$ cat config.mk
export PLATFORM = sky130hd
export DESIGN_NAME = sram_cycle_ctrl
export DESIGN_NICKNAME = d
export VERILOG_FILES = /design/src/rtl/sram_ctrl_pkg.sv /design/src/rtl/sram_ctrl_fsm.sv /design/src/rtl/sram_ctrl_strobes.sv /design/src/rtl/sram_ctrl_datapath.sv /design/src/rtl/sram_cycle_ctrl.sv
export SDC_FILE = /design/constraint.sdc
export NUM_CORES = 1
export LEC_CHECK = 0
export ABC_AREA = 1
export BUFFER_PORTS_ARGS = -buffer_cell sky130_fd_sc_hd__buf_2
export CORE_UTILIZATION = 48
export DETAILED_ROUTE_END_ITERATION = 16
export PLACE_DENSITY = 0.89
export SYNTH_ARGS = -nofsm -noshare
export SYNTH_HDL_FRONTEND = slang
export SYNTH_SLANG_ARGS = --single-unit
$ cat constraint.sdc
create_clock -name clk -period 1.33 [get_ports clk]
set_input_delay 0 -clock clk [delete_from_list [all_inputs] [get_ports clk]]
set_output_delay 0 -clock clk [all_outputs]
set_load 0.005 [all_outputs]
$ cat src/rtl/sram_ctrl_pkg.sv
package sram_ctrl_pkg;

    typedef enum logic [2:0] {
        ST_IDLE,
        ST_RD_ACCESS,
        ST_WR_TURN,
        ST_WR_STROBE,
        ST_RECOVER
    } ctrl_state_t;

    function automatic int max2(input int a, input int b);
        return (a > b) ? a : b;
    endfunction

    // Recovery cycles so that select starts are at least cyc apart,
    // given an active phase of act cycles and one idle cycle; never below 1.
    function automatic int rec_len(input int cyc, input int act);
        return (cyc > act + 1) ? (cyc - act - 1) : 1;
    endfunction

endpackage

$ cat src/rtl/sram_ctrl_fsm.sv
module sram_ctrl_fsm
    import sram_ctrl_pkg::*;
#(
    parameter int T_ACC = 3,
    parameter int T_WP  = 2,
    parameter int T_CYC = 6,
    parameter int T_OZ  = 1
) (
    input  logic        clk,
    input  logic        rst_n,
    input  logic        req_valid,
    input  logic        req_write,
    output ctrl_state_t state_o,
    output ctrl_state_t nxt_o,
    output logic        accept_o,
    output logic        capture_o
);

    localparam int REC_RD = rec_len(T_CYC, T_ACC);
    localparam int REC_WR = rec_len(T_CYC, T_WP);
    localparam int MAXV   = max2(max2(T_ACC, T_WP), max2(max2(T_OZ, REC_RD), REC_WR));
    localparam int CW     = $clog2(MAXV + 1) + 1;

    ctrl_state_t    state, nxt;
    logic [CW-1:0]  cnt, cnt_nxt;
    logic           last_rd;
    logic           accept;

    assign accept    = req_valid && (state == ST_IDLE);
    assign accept_o  = accept;
    assign capture_o = (state == ST_RD_ACCESS) && (cnt == '0);
    assign state_o   = state;
    assign nxt_o     = nxt;

    // state register
    always_ff @(posedge clk or negedge rst_n) begin
        if (!rst_n) begin
            state   <= ST_IDLE;
            cnt     <= '0;
            last_rd <= 1'b0;
        end else begin
            state <= nxt;
            cnt   <= cnt_nxt;
            if (accept) begin
                last_rd <= !req_write;
            end
        end
    end

    // next state and interval counter
    always_comb begin
        nxt     = state;
        cnt_nxt = cnt;
        unique case (state)
            ST_IDLE: begin
                if (accept) begin
                    if (!req_write) begin
                        nxt     = ST_RD_ACCESS;
                        cnt_nxt = CW'(T_ACC - 1);
                    end else if (last_rd) begin
                        nxt     = ST_WR_TURN;
                        cnt_nxt = CW'(T_OZ - 1);
                    end else begin
                        nxt     = ST_WR_STROBE;
                        cnt_nxt = CW'(T_WP - 1);
                    end
                end
            end
            ST_RD_ACCESS: begin
                if (cnt == '0) begin
                    nxt     = ST_RECOVER;
                    cnt_nxt = CW'(REC_RD - 1);
                end else begin
                    cnt_nxt = cnt - 1'b1;
                end
            end
            ST_WR_TURN: begin
                if (cnt == '0) begin
                    nxt     = ST_WR_STROBE;
                    cnt_nxt = CW'(T_WP - 1);
                end else begin
                    cnt_nxt = cnt - 1'b1;
                end
            end
            ST_WR_STROBE: begin
                if (cnt == '0) begin
                    nxt     = ST_RECOVER;
                    cnt_nxt = CW'(REC_WR - 1);
                end else begin
                    cnt_nxt = cnt - 1'b1;
                end
            end
            ST_RECOVER: begin
                if (cnt == '0) begin
                    nxt     = ST_IDLE;
                    cnt_nxt = '0;
                end else begin
                    cnt_nxt = cnt - 1'b1;
                end
            end
            default: begin
                nxt     = ST_IDLE;
                cnt_nxt = '0;
            end
        endcase
    end

endmodule

$ cat src/rtl/sram_ctrl_strobes.sv
module sram_ctrl_strobes
    import sram_ctrl_pkg::*;
(
    input  logic        clk,
    input  logic        rst_n,
    input  ctrl_state_t nxt,
    output logic        ram_en1_n,
    output logic        ram_en2,
    output logic        ram_we_n,
    output logic        ram_oe_n,
    output logic        ram_dq_oe
);

    logic sel_d;

    always_comb begin
        sel_d = (nxt == ST_RD_ACCESS) || (nxt == ST_WR_TURN) || (nxt == ST_WR_STROBE);
    end

    // output registers, loaded from the next state
    always_ff @(posedge clk or negedge rst_n) begin
        if (!rst_n) begin
            ram_en1_n <= 1'b1;
            ram_en2   <= 1'b0;
            ram_we_n  <= 1'b1;
            ram_oe_n  <= 1'b1;
            ram_dq_oe <= 1'b0;
        end else begin
            ram_en1_n <= !sel_d;
            ram_en2   <= sel_d;
            ram_we_n  <= (nxt != ST_WR_STROBE);
            ram_oe_n  <= (nxt != ST_RD_ACCESS);
            ram_dq_oe <= (nxt == ST_WR_STROBE);
        end
    end

endmodule

$ cat src/rtl/sram_ctrl_datapath.sv
module sram_ctrl_datapath #(
    parameter int ADDR_W = 13,
    parameter int DATA_W = 8
) (
    input  logic              clk,
    input  logic              rst_n,
    input  logic              accept,
    input  logic              capture,
    input  logic [ADDR_W-1:0] req_addr,
    input  logic [DATA_W-1:0] req_wdata,
    input  logic [DATA_W-1:0] ram_dq_in,
    output logic [ADDR_W-1:0] ram_addr,
    output logic [DATA_W-1:0] ram_dq_out,
    output logic              rsp_valid,
    output logic [DATA_W-1:0] rsp_rdata
);

    always_ff @(posedge clk or negedge rst_n) begin
        if (!rst_n) begin
            ram_addr   <= '0;
            ram_dq_out <= '0;
            rsp_valid  <= 1'b0;
            rsp_rdata  <= '0;
        end else begin
            rsp_valid <= capture;
            if (accept) begin
                ram_addr   <= req_addr;
                ram_dq_out <= req_wdata;
            end
            if (capture) begin
                rsp_rdata <= ram_dq_in;
            end
        end
    end

endmodule

$ cat src/rtl/sram_cycle_ctrl.sv
module sram_cycle_ctrl
    import sram_ctrl_pkg::*;
#(
    parameter int ADDR_W = 13,
    parameter int DATA_W = 8,
    parameter int T_ACC  = 3,
    parameter int T_WP   = 2,
    parameter int T_CYC  = 6,
    parameter int T_OZ   = 1
) (
    input  logic              clk,
    input  logic              rst_n,
    input  logic              req_valid,
    output logic              req_ready,
    input  logic              req_write,
    input  logic [ADDR_W-1:0] req_addr,
    input  logic [DATA_W-1:0] req_wdata,
    output logic              rsp_valid,
    output logic [DATA_W-1:0] rsp_rdata,
    output logic [ADDR_W-1:0] ram_addr,
    output logic              ram_en1_n,
    output logic              ram_en2,
    output logic              ram_we_n,
    output logic              ram_oe_n,
    output logic [DATA_W-1:0] ram_dq_out,
    output logic              ram_dq_oe,
    input  logic [DATA_W-1:0] ram_dq_in
);

    ctrl_state_t state, nxt;
    logic        accept, capture;

    assign req_ready = (state == ST_IDLE);

    sram_ctrl_fsm #(
        .T_ACC(T_ACC), .T_WP(T_WP), .T_CYC(T_CYC), .T_OZ(T_OZ)
    ) u_fsm (
        .clk(clk), .rst_n(rst_n), .req_valid(req_valid), .req_write(req_write),
        .state_o(state), .nxt_o(nxt), .accept_o(accept), .capture_o(capture)
    );

    sram_ctrl_strobes u_strobes (
        .clk(clk), .rst_n(rst_n), .nxt(nxt),
        .ram_en1_n(ram_en1_n), .ram_en2(ram_en2), .ram_we_n(ram_we_n),
        .ram_oe_n(ram_oe_n), .ram_dq_oe(ram_dq_oe)
    );

    sram_ctrl_datapath #(
        .ADDR_W(ADDR_W), .DATA_W(DATA_W)
    ) u_dp (
        .clk(clk), .rst_n(rst_n), .accept(accept), .capture(capture),
        .req_addr(req_addr), .req_wdata(req_wdata), .ram_dq_in(ram_dq_in),
        .ram_addr(ram_addr), .ram_dq_out(ram_dq_out),
        .rsp_valid(rsp_valid), .rsp_rdata(rsp_rdata)
    );

endmodule

# Word level (Yosys, flattened, before mapping)
# Index checks and enable logic that the tools add are counted.
[word_totals]
ff_bits = 42
inputBits = 33
out_inout_bits = 36
[classes]
addsub = 1
eq_ne = 10
muxes = 14
n_reduce_logical = 10
[ops]
columns = ["cell", "n"]
rows = [
  ["2-to-1 mux 3 bit", 10],
  ["one-hot mux 3 bit (4 select lines)", 2],
  ["== test 3 x 2 -> 1 bit, second input constant", 4],
  ["== test 3 x 1 -> 1 bit, second input constant", 2],
  ["zero test 3 bit", 2],
  ["OR reduction 2 bit", 2],
  ["== test 3 bit, second input constant", 1],
  ["inequality test 3 x 1 -> 1 bit, second input constant", 1],
  ["inequality test 3 x 2 -> 1 bit, second input constant", 1],
  ["subtractor 3 x 1 -> 3 bit, second input constant", 1],
  ["logical AND 1 bit", 2],
  ["zero test 1 bit", 2],
  ["logical OR 1 bit", 2],
  ["2-to-1 mux 1 bit", 2],
  ["inequality test 2 x 1 -> 1 bit, second input constant", 1],
]

# Logic depth before layout (Yosys ltp)
[depth]
ltp_word = 8
ltp_mapped = 7
ltp_nobuf = 7

# Hierarchy
# A second synthesis with hierarchy kept.
[hier_totals]
hier_cells = 206
area_unflattened_um2 = 1823.0
[by_module_without_submodules]
columns = ["mod", "n_inst", "cells_each", "area_per_inst_um2"]
rows = [
  ["sram_ctrl_datapath", 1, 124, 1133.6],
  ["sram_ctrl_fsm", 1, 64, 503.0],
  ["sram_ctrl_strobes", 1, 14, 168.9],
  ["sram_cycle_ctrl", 1, 4, 17.5],
]

# Worst setup path after synthesis
# OpenSTA, ideal clock, no wires.
[synth_path]
kind = "reg2reg"
start = "register u_fsm.state[0] (netlist: u_fsm.state_o[0])"
end = "register u_dp.ram_addr[10]"
setup_ps = 116
arrival_ps = 1089
required_ps = 1214
setup_slack_ps = 125
stages_incl_launch_ff = 8
path_cell_list = "dfrtp_1 nor2_4 nand2_4 nor2_8 inv_2 buf_2 nand2_1 nand2_1"
[synth_between]
elab_chain_cells = 2
[synth_lines]
columns = ["item", "line_no", "rtl"]
rows = [
  ["start: declaration", "sram_ctrl_fsm.sv:24", "ctrl_state_t state, nxt;"],
  ["start signal: assignment", "sram_ctrl_fsm.sv:42", "state <= nxt;"],
  ["zero test 3 bit", "sram_ctrl_fsm.sv:29", "assign accept = req_valid && (state == ST_IDLE);"],
  ["logical AND 1 bit", "sram_ctrl_fsm.sv:29", ""],
  ["end signal: assignment", "sram_ctrl_datapath.sv:27", "ram_addr <= req_addr;"],
  ["end: declaration", "sram_ctrl_datapath.sv:12", "output logic [ADDR_W-1:0] ram_addr,"],
]
# Every way passes these cells.
# A chain may end at the register's enable or synchronous reset.

# Worst setup path after layout
[layout_path]
start = "register u_fsm.state[0] (netlist: u_fsm.state_o[0])"
end = "register u_dp.ram_dq_out[6]"
[layout_between]
elab_chain_cells = 2
[layout_lines]
columns = ["item", "line_no", "rtl"]
rows = [
  ["zero test 3 bit", "sram_ctrl_fsm.sv:29", ""],
  ["logical AND 1 bit", "sram_ctrl_fsm.sv:29", ""],
  ["end signal: assignment", "sram_ctrl_datapath.sv:28", "ram_dq_out <= req_wdata;"],
  ["end: declaration", "sram_ctrl_datapath.sv:13", "output logic [DATA_W-1:0] ram_dq_out,"],
]
# Every way passes these cells.

==> metrics.md <==
| Metric | Value |
|---|---|
| Status | finished with violations |
| Failing checks | negative hold slack |
| Sw Pwr | 2.18 mW |
| Fin crit share | 97.7% |
| YS warnings | 0 |
| Internal Pwr Total | 3.56 mW |
| P&R area growth vs syn | 48.3% |
| Leakage | 1.52 nW |
| Max Cap Viol | 0 |
| Dpl hpwl | 2670 um |
| Crit path required time | 1.57 ns |
| Largest net degree at the start of global routing | 43 |
| Placed instance area | 2230 um2 |
| Worst VDD drop | 1100 uV |
| Total track usage | 24.4% |
| Post-layout min period | 1.30 ns |
| Final WL | 4550 um |
| Reg power frac | 38.8% |
| Fin Hold WS | -0.0121 ns |
| Synth area leaders | dfrtp_1 54%, nand2_1 22%, dfstp_2 4.4% |
| Seq. cell area | 1060 um2 |
| Crit Path Max Fanout | 22 |
| Worst Path Arrival | 1.54 ns |
| Drt pass-1 iters | 4 |
| Worst-Margin Slew | 0.496 ns |
| Slew HR | 66.9% |
| Commonest non-fill, non-tap cell in the layout | nand2_1 |
| Leading area contributor after synthesis | dfrtp_1 |
| Setup_tns | 0 ns |
| Most frequent cells in the layout | 108 x nand2_1, 68 x buf_2, 37 x dfrtp_1 |
| Die width | 63.3 um |
| Clock power share | 17.0% |
| Clk Latency, worst-skew pair | 0.30 ns |
| Starting density of the core | 52.1% |
| Post-Place Cells | 316 |
| Layout cell share with drive strength beyond 1 | 35.4% |
| Critical path type | register to register |
| Filler cells | 226 |
| Nets | 343 |
| Finished Layout Cells | 357 |
| Routed length per instance | 12.7 um |
| Die H | 63.3 um |
| Footprint of the multi-input gates | 677 um2 |
| Via count | 1,701 |
| Maximum clock rate | 770 MHz |
| Top cell type's share of synthesized area | 54.1% |
| Design area | 2680 um2 |
| Critical Path Source Type | register |
| Switch share | 38.0% |
| Post-Syn Area | 1810 um2 |
| Clk slew on worst S/H paths | 0.08 ns |
| Library cells used by synthesis | 22 |
| # IOs | 69 |
| Final Power | 5.75 mW |
| Post-DR vias/cell | 4.76 |
| H-tree levels | 2 |
| Clock Path Buffers | 2 |
| Drt initial violations | 107 |
| Comb pwr share | 44.2% |
| CTS root buf | clkbuf_8 |
| Power Density | 2150 nW/um2 |
| First-pass GRT wire length | 7290 um |
| Site row count | 21 |
| Cts bufs inserted | 5 |
| Die ar. | 4010 um2 |
| Final Util | 77.2% |
| Final setup fails | 0 |
| Synth Register Bits | 42 |
| Antenna viol nets, final | 0 |
| Gr ovfl total | 0 |
| Worst Hold Class | primary input to register |
| Residual DRC | 0 |
| Number of clock sinks | 42 |
| TritonCTS clock tree | done |
| Mapped Cells | 201 |
| Final Skew | 0.0109 ns |
| CP Capture Type | register |
| Syn Area/Cell | 8.98 um2 |
| Vias in the first global route | 1,649 |
| Max Slew Vio Count | 0 |
| Placer congestion estimate | 0.819 |
| Port-buffer cells | 68 |
| Initial antenna violation count | 0 |
| Unrepaired setup endpoints after global routing | yes |
| Sequential area share after synthesis | 58.4% |
| Main synth FF type | dfrtp_1 |
| Final antenna diode count | 0 |
| Asr flop ratio synth | 100% |
| Number of flops mapped to enable cells by yosys | 0 |
| Syn Nets | 234 |
| Core ar. | 3470 um2 |
| Final Hold Viols | 2 |
==> power by group through the flow <==
| stage | Combinational, mW | Sequential, mW | Clock (mW) |
|---|---|---|---|
| floorplan | 1.34 | 2.29 | 0 |
| global placement | 2.24 | 2.21 | 0 |
| detailed placement | 2.32 | 2.23 | 0 |
| CTS | 2.40 | 2.21 | 0.985 |
| global route | 2.84 | 2.30 | 1.06 |
| finish | 2.54 | 2.23 | 0.975 |
==> worst max-delay path: stages, from the launching register on <==
cell and delay [ns]:
dfrtp_2 0.44, nor2_4 0.16, nand2_4 0.10, nor2_8 0.19, buf_12 0.19, nand2_1 0.08, nand2_1 0.08
==> logic make-up after synthesis <==
kind of cell / count (synthesis) / share of synthesized area (%)
buf+inv: 21 / 4.92
simple gates: 128 / 33.3
xor+xnor: 1 / 0.485
flops: 42 / 58.4
compound gates: 9 / 2.91
==> layer usage <==
metal  GRT usage (%)  part of all wire, %  routed length (um)  vias up
met4            11.1                  2.6                 119        0
met5               0                    0                   0        -
met1            26.4                   40                1800      796
li1                -                    -                   -      828
met3            5.80                  4.7                 214       14
met2            44.4                   53                2410       63
==> worst paths after layout <==
| path | start | to | slack [ns] | depth (start not counted) |
|---|---|---|---|---|
| min in group asynchronous | rst_n | u_dp.ram_dq_out[5] | 0.30 | 3 |
| worst max register to register | u_fsm.state_o[0] | u_dp.ram_dq_out[6] | 0.03 | 6 |
| worst min register to register | u_dp.rsp_rdata[7] | u_dp.rsp_rdata[7] | 0.47 | 2 |
| worst min-delay path | req_valid | u_fsm.cnt[1] | -0.01 | 4 |
| max in group asynchronous | rst_n | u_fsm.state_o[0] | 0.65 | 3 |
| worst max-delay path | u_fsm.state_o[0] | u_dp.ram_dq_out[6] | 0.03 | 6 |
==> through the flow <==
stage | setup WS [ns] | hold WS, ns
after global routing | -0.0350 | 0.0138
after CTS | 0.0255 | 0.000635
final | 0.0309 | -0.0121
after detailed placement | 0.0227 | 0.0900
after floorplan | 0.125 | -0.296
after global placement | 0.0966 | 0.0892
==> cell usage after synthesis, types with 2 or more instances <==
cell / n
nand3_2: 2
o21ai_0: 5
nor2_8: 2
buf_2: 2
buf_4: 2
inv_2: 5
dfrtp_1: 39
inv_1: 12
nand2_1: 108
dfstp_2: 3
nand3_1: 2
nor2_4: 2
nand2_2: 4
nor2_1: 4
nand3_4: 2
==> cell type report <==
| type | count | area share [%] |
|---|---|---|
| sequential | 42 | 39.5 |
| timing repair buffer | 106 | 26.6 |
| multi-input combinational | 138 | 25.3 |
| clock buffer | 7 | 2.85 |
| inverter | 17 | 2.48 |
| tap | 46 | 2.15 |
| clock inverter | 1 | 1.12 |
==> state kept, by name (all words and copies together), names as in the netlist <==
register and cells:
u_strobes.ram_we_n 1, u_fsm.last_rd 1, u_strobes.ram_en2 1, u_dp.rsp_rdata 8, u_dp.rsp_valid 1, u_strobes.ram_dq_oe 1, u_fsm.state_o 3, u_strobes.ram_oe_n 1
u_dp.ram_dq_out 8, u_fsm.cnt 3, u_dp.ram_addr 13, u_strobes.ram_en1_n 1
==> what timing repair did <==
action / 4_1_cts / 5_1_grt
buffers inserted: 0 / 3
hold buffers: 30 / 0
gates cloned: 0 / 0
pin swaps: 0 / 2
endpoints found under the setup margin: 1 / 31
hold endpoints to repair: 68 / 0
resized for setup: 1 / 8
(Power assumes the default switching activity.)
